File: src/rtl/fpsr_pkg.sv
package fpsr_pkg;
  localparam int WORD_W  = 32;
  localparam int INV_W   = 6;
  localparam int FLAG_W  = 5;
  localparam int CC_W    = 4;
  localparam int MODE_W  = 2;

  // bit positions of the status word
  localparam int FX_B    = 31;
  localparam int FEX_B   = 30;
  localparam int VX_B    = 29;
  localparam int OX_B    = 28;
  localparam int UX_B    = 27;
  localparam int ZX_B    = 26;
  localparam int XX_B    = 25;
  localparam int INV_LO  = 19;
  localparam int INV_HI  = INV_LO + INV_W - 1;
  localparam int FR_B    = 18;
  localparam int FI_B    = 17;
  localparam int FLAG_LO = 12;
  localparam int FLAG_HI = FLAG_LO + FLAG_W - 1;
  localparam int CC_LO   = FLAG_LO;
  localparam int CC_HI   = CC_LO + CC_W - 1;
  localparam int VE_B    = 11;
  localparam int OE_B    = 10;
  localparam int UE_B    = 9;
  localparam int ZE_B    = 8;
  localparam int XE_B    = 7;

  typedef struct packed {
    logic loadSw;
    logic applyOp;
    logic writeFlags;
    logic writeCc;
    logic record;
  } strobes_t;

  typedef struct packed {
    logic              ovf;
    logic              unf;
    logic              zdiv;
    logic              inex;
    logic              fr;
    logic              fi;
    logic [INV_W-1:0]  inv;
    logic [FLAG_W-1:0] flags;
    logic [CC_W-1:0]   cc;
  } opInfo_t;
endpackage

File: src/rtl/fpsr_ctrl.sv
module fpsr_ctrl
  import fpsr_pkg::*;
(
  input  logic              opDone,
  input  logic              swWrEn,
  input  logic              flagsWrEn,
  input  logic              ccWrEn,
  input  logic              recordBit,
  input  logic              fexNow,
  input  logic [MODE_W-1:0] msrFeMode,
  output strobes_t          strobes,
  output logic              irqReq
);
  logic opTakes;

  // a software load pre-empts an operation landing in the same cycle
  assign opTakes = opDone & ~swWrEn;

  always_comb begin
    strobes            = '0;
    strobes.loadSw     = swWrEn;
    strobes.applyOp    = opTakes;
    strobes.writeFlags = opTakes & flagsWrEn;
    strobes.writeCc    = opTakes & ccWrEn & ~flagsWrEn;
    strobes.record     = opTakes & recordBit;
  end

  assign irqReq = fexNow & (|msrFeMode);
endmodule

File: src/rtl/fpsr_datapath.sv
module fpsr_datapath
  import fpsr_pkg::*;
(
  input  logic              clk,
  input  logic              rstN,
  input  strobes_t          strobes,
  input  opInfo_t           op,
  input  logic [WORD_W-1:0] swData,
  output logic [WORD_W-1:0] statusQ,
  output logic [3:0]        cr1Q
);
  logic [WORD_W-1:0] preWord;
  logic [WORD_W-1:0] nextWord;
  logic              anyRaised;

  assign anyRaised = op.ovf | op.unf | op.zdiv | op.inex | (|op.inv);

  // stage 1: per-operation or software updates
  always_comb begin
    preWord = statusQ;
    if (strobes.loadSw) begin
      preWord = swData;
    end else if (strobes.applyOp) begin
      preWord[OX_B] = op.ovf;
      preWord[UX_B] = op.unf;
      preWord[ZX_B] = op.zdiv;
      preWord[XX_B] = statusQ[XX_B] | op.inex;
      preWord[FR_B] = op.fr;
      preWord[FI_B] = op.fi;
      preWord[INV_HI:INV_LO] = statusQ[INV_HI:INV_LO] | op.inv;
      if (anyRaised) preWord[FX_B] = 1'b1;
      if (strobes.writeFlags) begin
        preWord[FLAG_HI:FLAG_LO] = op.flags;
      end else if (strobes.writeCc) begin
        preWord[CC_HI:CC_LO] = op.cc;
      end
    end
  end

  // stage 2: derived summaries from the updated word
  always_comb begin
    nextWord        = preWord;
    nextWord[VX_B]  = |preWord[INV_HI:INV_LO];
    nextWord[FEX_B] = (nextWord[VX_B] & preWord[VE_B])
                    | (preWord[OX_B] & preWord[OE_B])
                    | (preWord[UX_B] & preWord[UE_B])
                    | (preWord[ZX_B] & preWord[ZE_B])
                    | (preWord[XX_B] & preWord[XE_B]);
  end

  always_ff @(posedge clk or negedge rstN) begin
    if (!rstN) begin
      statusQ <= '0;
      cr1Q    <= '0;
    end else begin
      statusQ <= nextWord;
      if (strobes.record)
        cr1Q <= {nextWord[FX_B], nextWord[FEX_B], nextWord[VX_B], nextWord[OX_B]};
    end
  end
endmodule

File: src/rtl/fpsr_updater.sv
module fpsr_updater
  import fpsr_pkg::*;
(
  input  logic              clk,
  input  logic              rstN,
  input  logic              opDone,
  input  logic              ovfCond,
  input  logic              unfCond,
  input  logic              zdivCond,
  input  logic              inexCond,
  input  logic              fracRndCond,
  input  logic              fracInexCond,
  input  logic [INV_W-1:0]  invCauses,
  input  logic              flagsWrEn,
  input  logic [FLAG_W-1:0] resFlags,
  input  logic              ccWrEn,
  input  logic [CC_W-1:0]   condCode,
  input  logic              recordBit,
  input  logic              swWrEn,
  input  logic [WORD_W-1:0] swData,
  input  logic [MODE_W-1:0] msrFeMode,
  output logic [WORD_W-1:0] fpStatus,
  output logic [3:0]        cr1Field,
  output logic              irqReq
);
  strobes_t strobes;
  opInfo_t  opInfo;

  assign opInfo = '{ovf: ovfCond, unf: unfCond, zdiv: zdivCond, inex: inexCond,
                    fr: fracRndCond, fi: fracInexCond, inv: invCauses,
                    flags: resFlags, cc: condCode};

  fpsr_ctrl i_ctrl (
    .opDone    (opDone),
    .swWrEn    (swWrEn),
    .flagsWrEn (flagsWrEn),
    .ccWrEn    (ccWrEn),
    .recordBit (recordBit),
    .fexNow    (fpStatus[FEX_B]),
    .msrFeMode (msrFeMode),
    .strobes   (strobes),
    .irqReq    (irqReq)
  );

  fpsr_datapath i_dp (
    .clk     (clk),
    .rstN    (rstN),
    .strobes (strobes),
    .op      (opInfo),
    .swData  (swData),
    .statusQ (fpStatus),
    .cr1Q    (cr1Field)
  );
endmodule

File: config.mk
export PLATFORM = sky130hd
export DESIGN_NAME = fpsr_updater
export DESIGN_NICKNAME = d
export VERILOG_FILES = /design/src/rtl/fpsr_pkg.sv /design/src/rtl/fpsr_ctrl.sv /design/src/rtl/fpsr_datapath.sv /design/src/rtl/fpsr_updater.sv
export SDC_FILE = /design/constraint.sdc
export NUM_CORES = 1
export LEC_CHECK = 0
export BUFFER_PORTS_ARGS = -buffer_cell sky130_fd_sc_hd__buf_2
export CORE_MARGIN = 10
export CORE_UTILIZATION = 47
export DETAILED_ROUTE_END_ITERATION = 12
export PLACE_DENSITY = 0.86
export RECOVER_POWER = 50
export SYNTH_ARGS = -nofsm -noshare
export SYNTH_HDL_FRONTEND = slang
export SYNTH_SLANG_ARGS = --single-unit
File: constraint.sdc
create_clock -name clk -period 2.2 [get_ports clk]
set_input_delay 0.22 -clock clk [delete_from_list [all_inputs] [get_ports clk]]
set_output_delay 0.22 -clock clk [all_outputs]
set_load 0.03 [all_outputs]
Yosys cells after proc, flatten, opt, wreduce, memory -nomap -nowiden
Index checks and enable logic that the tools add are counted.
- logic and storage cells: 46
- latch bits: 0
- bits of input ports: 62
- memories: 0
- output and inout bits: 37
- memory bits (read-only): 0
- memory bits (writable): 0
- register bits: 36
- multiply operators: 0
- $add $sub $neg: 0
- shift-type cells: 0
- magnitude comparators: 0
- div/mod/pow operators: 0
- bitwise gates (word level): 23
- equal/unequal tests: 0
- reduce and logical (&&, ||, !) cells: 8
- muxes and demuxes: 9
- operators with widths (kind ; number):
    2-to-1 mux 17 bit ; 2
    2-to-1 mux 12 bit ; 1
    OR reduction 6 bit ; 2
    AND 1 bit ; 11
    OR 1 bit ; 9
    2-to-1 mux 4 bit ; 2
    OR 6 bit ; 1
    2-to-1 mux 1 bit ; 4
    AND reduction 2 bit ; 2
    nonzero test 2 bit ; 2
    nonzero test 3 bit ; 1
    NOT 1 bit ; 2
    OR reduction 2 bit ; 1

Logic depth before layout (Yosys ltp)
Gate-level depths: netlist of the first run.
- depth after elaboration: 14
- mapped depth: 6
- gate-level depth less buffers: 4

By module
Synthesis of the first run repeated with hierarchy kept, for this count alone.
- cells, all modules: 148
- area total of the unflattened synthesis: 1705.4 um2
- modules (own cells, without submodules) (module ; area an instance (um2) ; instances ; cells each):
    fpsr_datapath ; 1641.6 ; 1 ; 141
    fpsr_ctrl ; 63.8 ; 1 ; 7

Least setup slack after synthesis of the first run
OpenSTA, ideal clock, no wires.
- kind: register to register
- from: register i_dp.statusQ[23]
- to: register i_dp.cr1Q[2]
- period minus slack after synthesis: 1.348 ns
- setup slack: 0.852 ns
- path buffers: 0
- arrival: 1.215 ns
- stages on the path, launching flop included: 5
- cell sequence: dfrtp_1 a211oi_2 o22ai_1 o31ai_2 a31oi_1
- longest elaborated chain between the ends: 9
- RTL lines (what ; RTL line ; RTL):
    start: declaration ; fpsr_datapath.sv:9 ; output logic [WORD_W-1:0] statusQ,
    start signal: assignment ; fpsr_datapath.sv:56 ; statusQ <= nextWord;
    OR 6 bit ; fpsr_datapath.sv:30 ; preWord[INV_HI:INV_LO] = statusQ[INV_HI:INV_LO] | op.inv;
    2-to-1 mux 17 bit (*) ; fpsr_datapath.sv:23 ; end else if (strobes.applyOp) begin
    2-to-1 mux 17 bit (*) ; fpsr_datapath.sv:21 ; if (strobes.loadSw) begin
    OR reduction 6 bit (*) ; fpsr_datapath.sv:43 ; nextWord[VX_B] = |preWord[INV_HI:INV_LO];
    AND 1 bit (*) ; fpsr_datapath.sv:44 ; nextWord[FEX_B] = (nextWord[VX_B] & preWord[VE_B])
    OR 1 bit (*) ; fpsr_datapath.sv:45 ; | (preWord[OX_B] & preWord[OE_B])
    OR 1 bit (*) ; fpsr_datapath.sv:46 ; | (preWord[UX_B] & preWord[UE_B])
    OR 1 bit (*) ; fpsr_datapath.sv:47 ; | (preWord[ZX_B] & preWord[ZE_B])
    OR 1 bit (*) ; fpsr_datapath.sv:48 ; | (preWord[XX_B] & preWord[XE_B]);
    end signal: assignment ; fpsr_datapath.sv:58 ; cr1Q <= {nextWord[FX_B], nextWord[FEX_B], nextWord[VX_B], nextWord[OX_B]};
    end: declaration ; fpsr_datapath.sv:10 ; output logic [3:0] cr1Q
Mark *: on every way between the ends. The rest lies on a longest branch, timed or not. The select of a mux whose other input is x is not followed.
A chain may end at the register's enable or synchronous reset.

Worst setup path after layout of the first run
- from: input port swWrEn
- to: register i_dp.cr1Q[2]
- elaborated cells between the ends (all ways): 16
- RTL lines (what ; RTL line ; RTL):
    start: declaration ; fpsr_updater.sv:19 ; input logic swWrEn,
    2-to-1 mux 12 bit ; fpsr_datapath.sv:21 ;
    net i_dp.nextWord[8] ; fpsr_datapath.sv:13 ; logic [WORD_W-1:0] nextWord;
    AND 1 bit ; fpsr_datapath.sv:47 ;
    OR 1 bit ; fpsr_datapath.sv:47 ;
    OR 1 bit ; fpsr_datapath.sv:48 ;
The timed path passes the listed nets, and every way through them passes these cells. The select of a mux whose other input is x is not followed.

==> metrics.csv, run 1 <==
stage,metric,value,unit
run_status,status,"finished, final reports clean",
die,ioPinCount,99,
critical_path,required,2.35,ns
critical_path,cp-end-kind,flip-flop,
logic_synthesis,ys_types,34,
routing,route.detailed.drc,0,
critical_path,reg2reg_depth,4,
finish,layout_common_cells,"buf_2, dfrtp_1, mux2_1, nor2_1, nand2_1",
die,fp.dieH,80.92,µm
power,powerDensity,773.7,mW/mm²
logic_synthesis,synth.avg_cell_area,11.63,µm²
sta,worst_slack,0.7143,ns
logic_synthesis,syn_inst,150,
finish,area_growth,33.79,%
flow_run,cap_violations,0,
critical_path,r2r-start,i_dp.statusQ[23]$_DFF_PN0_,
critical_path,cp-start-kind,input pin,
routing,vias,1495,
routing,first_pass_iters,4,
sta,finalSetupViolCount,0,
sta,setup_tns,0,ns
global_routing,grt_first_pass_wirelength,7.507,mm
sta,timing.final.crit_share,67.53,%
placed_design,post-place-ws,0.4062,ns
clock_tree,clock-sinks,36,
logic_synthesis,synth_warnings,0,
routing,ant_nets,0,
die,die_x,80.92,µm
logic_synthesis,netlist_area,0.001744,mm²
global_routing,gr-total-overflow,0,
logic_synthesis,synth_seq_area_share,51.65,%
hold_path,min_path_type,input pin to async pin,
placed_design,place_congestion,0.7664,
clock_tree,postCtsHoldBufs,0,
critical_path,path_max_fanout,35,
clock_tree,clkTransAtPathRegs,0.07,ns
global_routing,grt_usage,14.54,%
power,leakagePower,1.109,nW
sta,rsz0062_at_grt,no,
logic_synthesis,synth_edf_count,0,
routing,first_iter_violations,80,
clock_tree,cts_tree,built,
clock_tree,clkLatencyLatePin,0.28,ns
clock_tree,cts_buffers,5,
logic_synthesis,async_flop_share,100.0,%
power,fin_total_pwr,1.805,mW
finish,multi_input_area,753.2,µm²
die,rows,22,
die,coreArea,0.003633,mm²
placed_design,numPortBuffers,96,
logic_synthesis,syn_nets,212,
sta,finalHoldViolCount,0,
global_routing,grt_pass1_vias,1576,
clock_tree,cts_setup_buffers,0,
critical_path,startpoint,swWrEn,
finish,seqCellArea,900.9,µm²
finish,layout.nets,306,
logic_synthesis,synthFlopType,dfrtp_1,
clock_tree,cts_max_level,2,
sta,period_needed,1.486,ns
critical_path,rrSetupSlack,0.83,ns
finish,drive_gt1_share,48.16,%
power,vdd_drop_max,0.3141,mV
critical_path,critPathMaxStageDelay,0.55,ns
sta,worst_clock_skew,0.004887,ns
critical_path,cp.arrival,1.64,ns
critical_path,path_cells,buf_2 > mux2_1 > o311ai_1 > and4_1 > a31oi_1,
die,start_util,48.00,%
routing,post_drt_wl_per_cell,16.72,µm
clock_tree,cts_max_path_buffers,2,
logic_synthesis,synth-seq-cells,36,
sta,slew_headroom,48.91,%
placed_design,dp_hpwl,3.947,mm
global_routing,grt_max_degree,37,
routing,drt-total-wl,4.898,mm
finish,antenna_cells,0,
critical_path,r2r-end,i_dp.cr1Q[2]$_DFFE_PN0P_,
global_routing,antenna_found_initial,0,
finish,nFillCells,320,
sta,fmax,673.1,MHz
routing,vias_per_cell,5.102,
clock_tree,postCtsResizedCells,0,
critical_path,cp-endpoint,i_dp.cr1Q[2]$_DFFE_PN0P_,
critical_path,critPathSlowestCell,buf_2,
sta,maxSlewViolCount,0,
critical_path,critical_path_class,input pin to flip-flop,
finish,layout_commonest_cell,buf_2,
sta,worst_slew_pin_slew,0.7663,ns
clock_tree,cts-root-buf,clkbuf_8,
die,dieArea,0.006548,mm²
state kept, by name, summed over array words and instances, names as in the netlist:
signal        cells
i_dp.statusQ     32
i_dp.cr1Q         4
cell usage after synthesis (4+ instances only):
cell      count  area [µm²]
o21ai_1       8       40.04
nor2_1       11       41.29
nor2b_1       7       43.79
dfrtp_1      36       900.9
nand2_1      11       41.29
mux2_1       11       123.9
a211oi_2      7       87.58
mux2_2        5       56.30
nand2b_1      4       25.02
mux2i_1       7       70.07
metrics by stage:
step / cell area, µm² / hold WS [ns] / utilization, % / cells
3_3_place_gp: 2213 / 0.3441 / 60.92 / 285
6_report: 2333 / 0.009826 / 64.22 / 293
3_5_place_dp: 2213 / 0.3409 / 60.92 / 285
4_1_cts: 2340 / 0.03527 / 64.39 / 293
5_1_grt: 2333 / 0.08349 / 64.22 / 293
2_1_floorplan: 1744 / -0.07559 / - / 150
layer usage:
metal  share of wire, %  global-route usage, %  wire length (µm)
met1                 35                  14.35              1708
met3                9.7                  5.629               475
met2                 54                  27.23              2635
met4                1.6                  4.671                79
met5                  0                      0                 0
where the power goes:
group	switching, mW	leakage [nW]	internal [mW]	total [mW]
clock network	0.222	0.0645	0.400	0.621
registers	0.0311	0.405	0.725	0.756
logic	0.276	0.639	0.152	0.428
how the worst min path moves through the flow:
stage / startpoint / to / slack, ns / cells after the start
2_1_floorplan: rstN / i_dp.cr1Q[0]$_DFFE_PN0P_ / -0.08 / 0
3_3_place_gp: rstN / i_dp.statusQ[16]$_DFFE_PN0P_ / 0.34 / 1
3_5_place_dp: rstN / i_dp.statusQ[16]$_DFFE_PN0P_ / 0.34 / 1
4_1_cts: rstN / i_dp.statusQ[16]$_DFFE_PN0P_ / 0.04 / 1
5_1_grt: rstN / i_dp.cr1Q[1]$_DFFE_PN0P_ / 0.08 / 1
6_report: rstN / i_dp.statusQ[16]$_DFFE_PN0P_ / 0.01 / 1
worst max-delay path, delay by kind of cell:
| kind | cells | cell delay (ns) |
|---|---|---|
| AND/OR/NAND/NOR | 1 | 0.28 |
| buffers and inverters | 1 | 0.55 |
| multiplexers | 1 | 0.41 |
| AO/OA/AOI/OAI | 2 | 0.18 |
kinds of logic after synthesis:
group / after synthesis / synth area share [%]
AO/OA/AOI/OAI: 31 / 14.20
flip-flops: 36 / 51.65
AND/OR/NAND/NOR: 47 / 13.99
multiplexers: 24 / 15.21
buffers and inverters: 12 / 4.948
area by class of cell:
class | instances | area share (%)
Clock buffer | 7 | 4.129
Tap cell | 48 | 2.574
Inverter | 2 | 0.3217
Clock inverter | 1 | 1.287
Multi-Input combinational cell | 102 | 32.28
Timing Repair Buffer | 97 | 20.80
Sequential cell | 36 | 38.61
No activity file was read; power rests on OpenSTA's default activity.
==> inputs of run 2 (changes only) <==
Settings changed: CORE_UTILIZATION 47 to 39, PLACE_DENSITY 0.86 to 0.76.
Clock period 2.2 ns to 1.2 ns, I/O delays scaled along.
==> run 2 against run 1 <==
Net effect: the run now ends with setup timing left; non-clock buffer count grew 18; count of clock-buffer cells in the layout is the same; register-to-register slack lost 0.92 ns; die area increased by 15%; utilization is 6.6 points lower; worst setup slack got worse by 0.81 ns; sequential power up 85%; clock power rose by 30%; power up 70%; global-route usage down 1.0 points.
==> metrics.csv, run 2 (synthesis results as in run 1) <==
stage,metric,value,unit
global_routing,grt_max_degree,23,
global_routing,grt_usage,13.49,%
sta,worst_slack,-0.09147,ns
sta,timing.final.crit_share,107.6,%
finish,area_growth,43.76,%
finish,layout.nets,324,
routing,first_iter_violations,35,
routing,first_pass_iters,4,
critical_path,required,1.37,ns
clock_tree,clkTransAtPathRegs,0.07,ns
critical_path,path_max_fanout,2,
global_routing,antenna_found_initial,0,
routing,vias_per_cell,4.920,
critical_path,critical_path_class,flip-flop to flip-flop,
routing,ant_nets,0,
clock_tree,cts_max_level,2,
finish,drive_gt1_share,58.78,%
sta,fmax,774.3,MHz
placed_design,numPortBuffers,96,
clock_tree,cts-root-buf,clkbuf_8,
critical_path,reg2reg_depth,4,
die,dieArea,0.007547,mm²
finish,antenna_cells,0,
global_routing,top_usage_layer,met2,
power,leakagePower,1.208,nW
die,ioPinCount,99,
sta,worst_clock_skew,0.009478,ns
hold_path,hold_depth,3,
power,powerDensity,1225,mW/mm²
routing,vias,1545,
finish,reg.largest.list,"i_dp.statusQ x32, i_dp.cr1Q x4",
die,coreArea,0.004354,mm²
finish,largest_reg_flops,32,
power,vdd_drop_max,0.5880,mV
clock_tree,cts_max_path_buffers,2,
sta,setup_tns,-0.1829,ns
global_routing,grt.met3_usage,5.524,%
power,fin_total_pwr,3.071,mW
run_status,status,"complete, but fails checks",
placed_design,dp_hpwl,4.208,mm
global_routing,gr-total-overflow,0,
finish,nFillCells,399,
finish,regMostFlops,i_dp.statusQ,
run_status,failed_checks,setup timing,
global_routing,grt_first_pass_wirelength,8.038,mm
routing,post_drt_wl_per_cell,16.34,µm
hold_path,min_path_type,input pin to flip-flop,
sta,rsz0062_at_grt,yes,
global_routing,met1_usage,15.71,%
sta,period_needed,1.291,ns
sta,finalHoldViolCount,0,
global_routing,grt_pass1_vias,1625,
finish,layout_commonest_cell,buf_2,
flow_run,cap_violations,0,
sta,worst_slew_pin_slew,0.4576,ns
sta,maxSlewViolCount,0,
critical_path,cp-start-kind,flip-flop,
die,fp.dieH,86.88,µm
die,start_util,40.06,%
die,die_x,86.88,µm
clock_tree,clkLatencyLatePin,0.29,ns
sta,slew_headroom,69.49,%
routing,drt-total-wl,5.130,mm
finish,utilization,57.59,%
clock_tree,cts_buffers,5,
finish,layout_common_cells,"buf_2, dfrtp_1, buf_4, dfrtp_2",
placed_design,place_congestion,0.8581,
clock_tree,cts_tree,built,
global_routing,use_met2,21.32,%
sta,finalSetupViolCount,4,
clock_tree,clock-sinks,36,
routing,route.detailed.drc,0,
critical_path,cp-end-kind,flip-flop,
die,rows,24,
critical_path,cp.arrival,1.46,ns
[run 2: cell count changes in the layout (fill, tap and decap cells not counted), moves of 3 or more]
cell	previous run	this run
mux2_4	0	4
dfrtp_1	36	23
mux2_1	12	9
a211oi_2	7	4
dfrtp_2	0	13
buf_4	1	17
[run 2: power by group]
| part | switching, mW | total, mW | leakage (nW) | internal, mW |
|---|---|---|---|---|
| combinational | 0.520 | 0.866 | 0.776 | 0.346 |
| sequential | 0.0617 | 1.40 | 0.394 | 1.34 |
| clock | 0.407 | 0.807 | 0.0383 | 0.399 |
[run 2: timing repair]
item                                    in CTS  in global routing
resized for setup                            3                  6
hold endpoints to repair                    14                  0
hold buffers                                 1                  0
pin swaps                                    3                  2
buffers inserted                             0                  0
endpoints found under the setup margin       4                  5
[run 2: through the flow]
stage	instances	instance area (µm²)	worst slack (ns)	hold WS, ns
2_1_floorplan	150	1775	-0.05774	-0.1756
3_3_place_gp	306	2390	-0.1980	0.04904
3_5_place_dp	306	2390	-0.2530	0.05211
4_1_cts	314	2491	-0.09499	0.03441
5_1_grt	314	2507	-0.1898	0.03928
6_report	314	2507	-0.09147	0.04386
[run 2: final timing paths]
path / endpoint / slack [ns] / start
setup / recovery: i_dp.cr1Q[2]$_DFFE_PN0P_ / -0.09 / i_dp.statusQ[22]$_DFF_PN0_
hold / removal: i_dp.statusQ[31]$_DFF_PN0_ / 0.04 / swData[31]
setup reg to reg: i_dp.cr1Q[2]$_DFFE_PN0P_ / -0.09 / i_dp.statusQ[22]$_DFF_PN0_
hold reg to reg: i_dp.statusQ[4]$_DFFE_PN0P_ / 0.48 / i_dp.statusQ[4]$_DFFE_PN0P_
max in group asynchronous: i_dp.statusQ[8]$_DFF_PN0_ / 0.23 / rstN
min in group asynchronous: i_dp.statusQ[24]$_DFF_PN0_ / 0.26 / rstN
[run 2: cell type report]
| type | instances | area (µm²) | share of cell area (%) |
|---|---|---|---|
| Sequential cell | 36 | 917.1 | 36.58 |
| Multi-Input combinational cell | 102 | 813.3 | 32.44 |
| Timing Repair Buffer | 115 | 628.1 | 25.05 |
| Clock buffer | 7 | 76.32 | 3.044 |
| Tap cell | 52 | 65.06 | 2.595 |
| Inverter | 2 | 7.507 | 0.2994 |
[run 2: layer usage]
layer  vias up  share of wire (%)
li1        749                  -
met1       728                 40
met2        61                 49
met3         7                9.5
met4         0                1.7
met5         -                  0
[run 2: worst max-delay path, stage by stage (launching register included)]
cell      delay (ns)
dfrtp_2         0.41
a211oi_2        0.20
o22ai_2         0.14
o31ai_2         0.29
a31oi_1         0.12
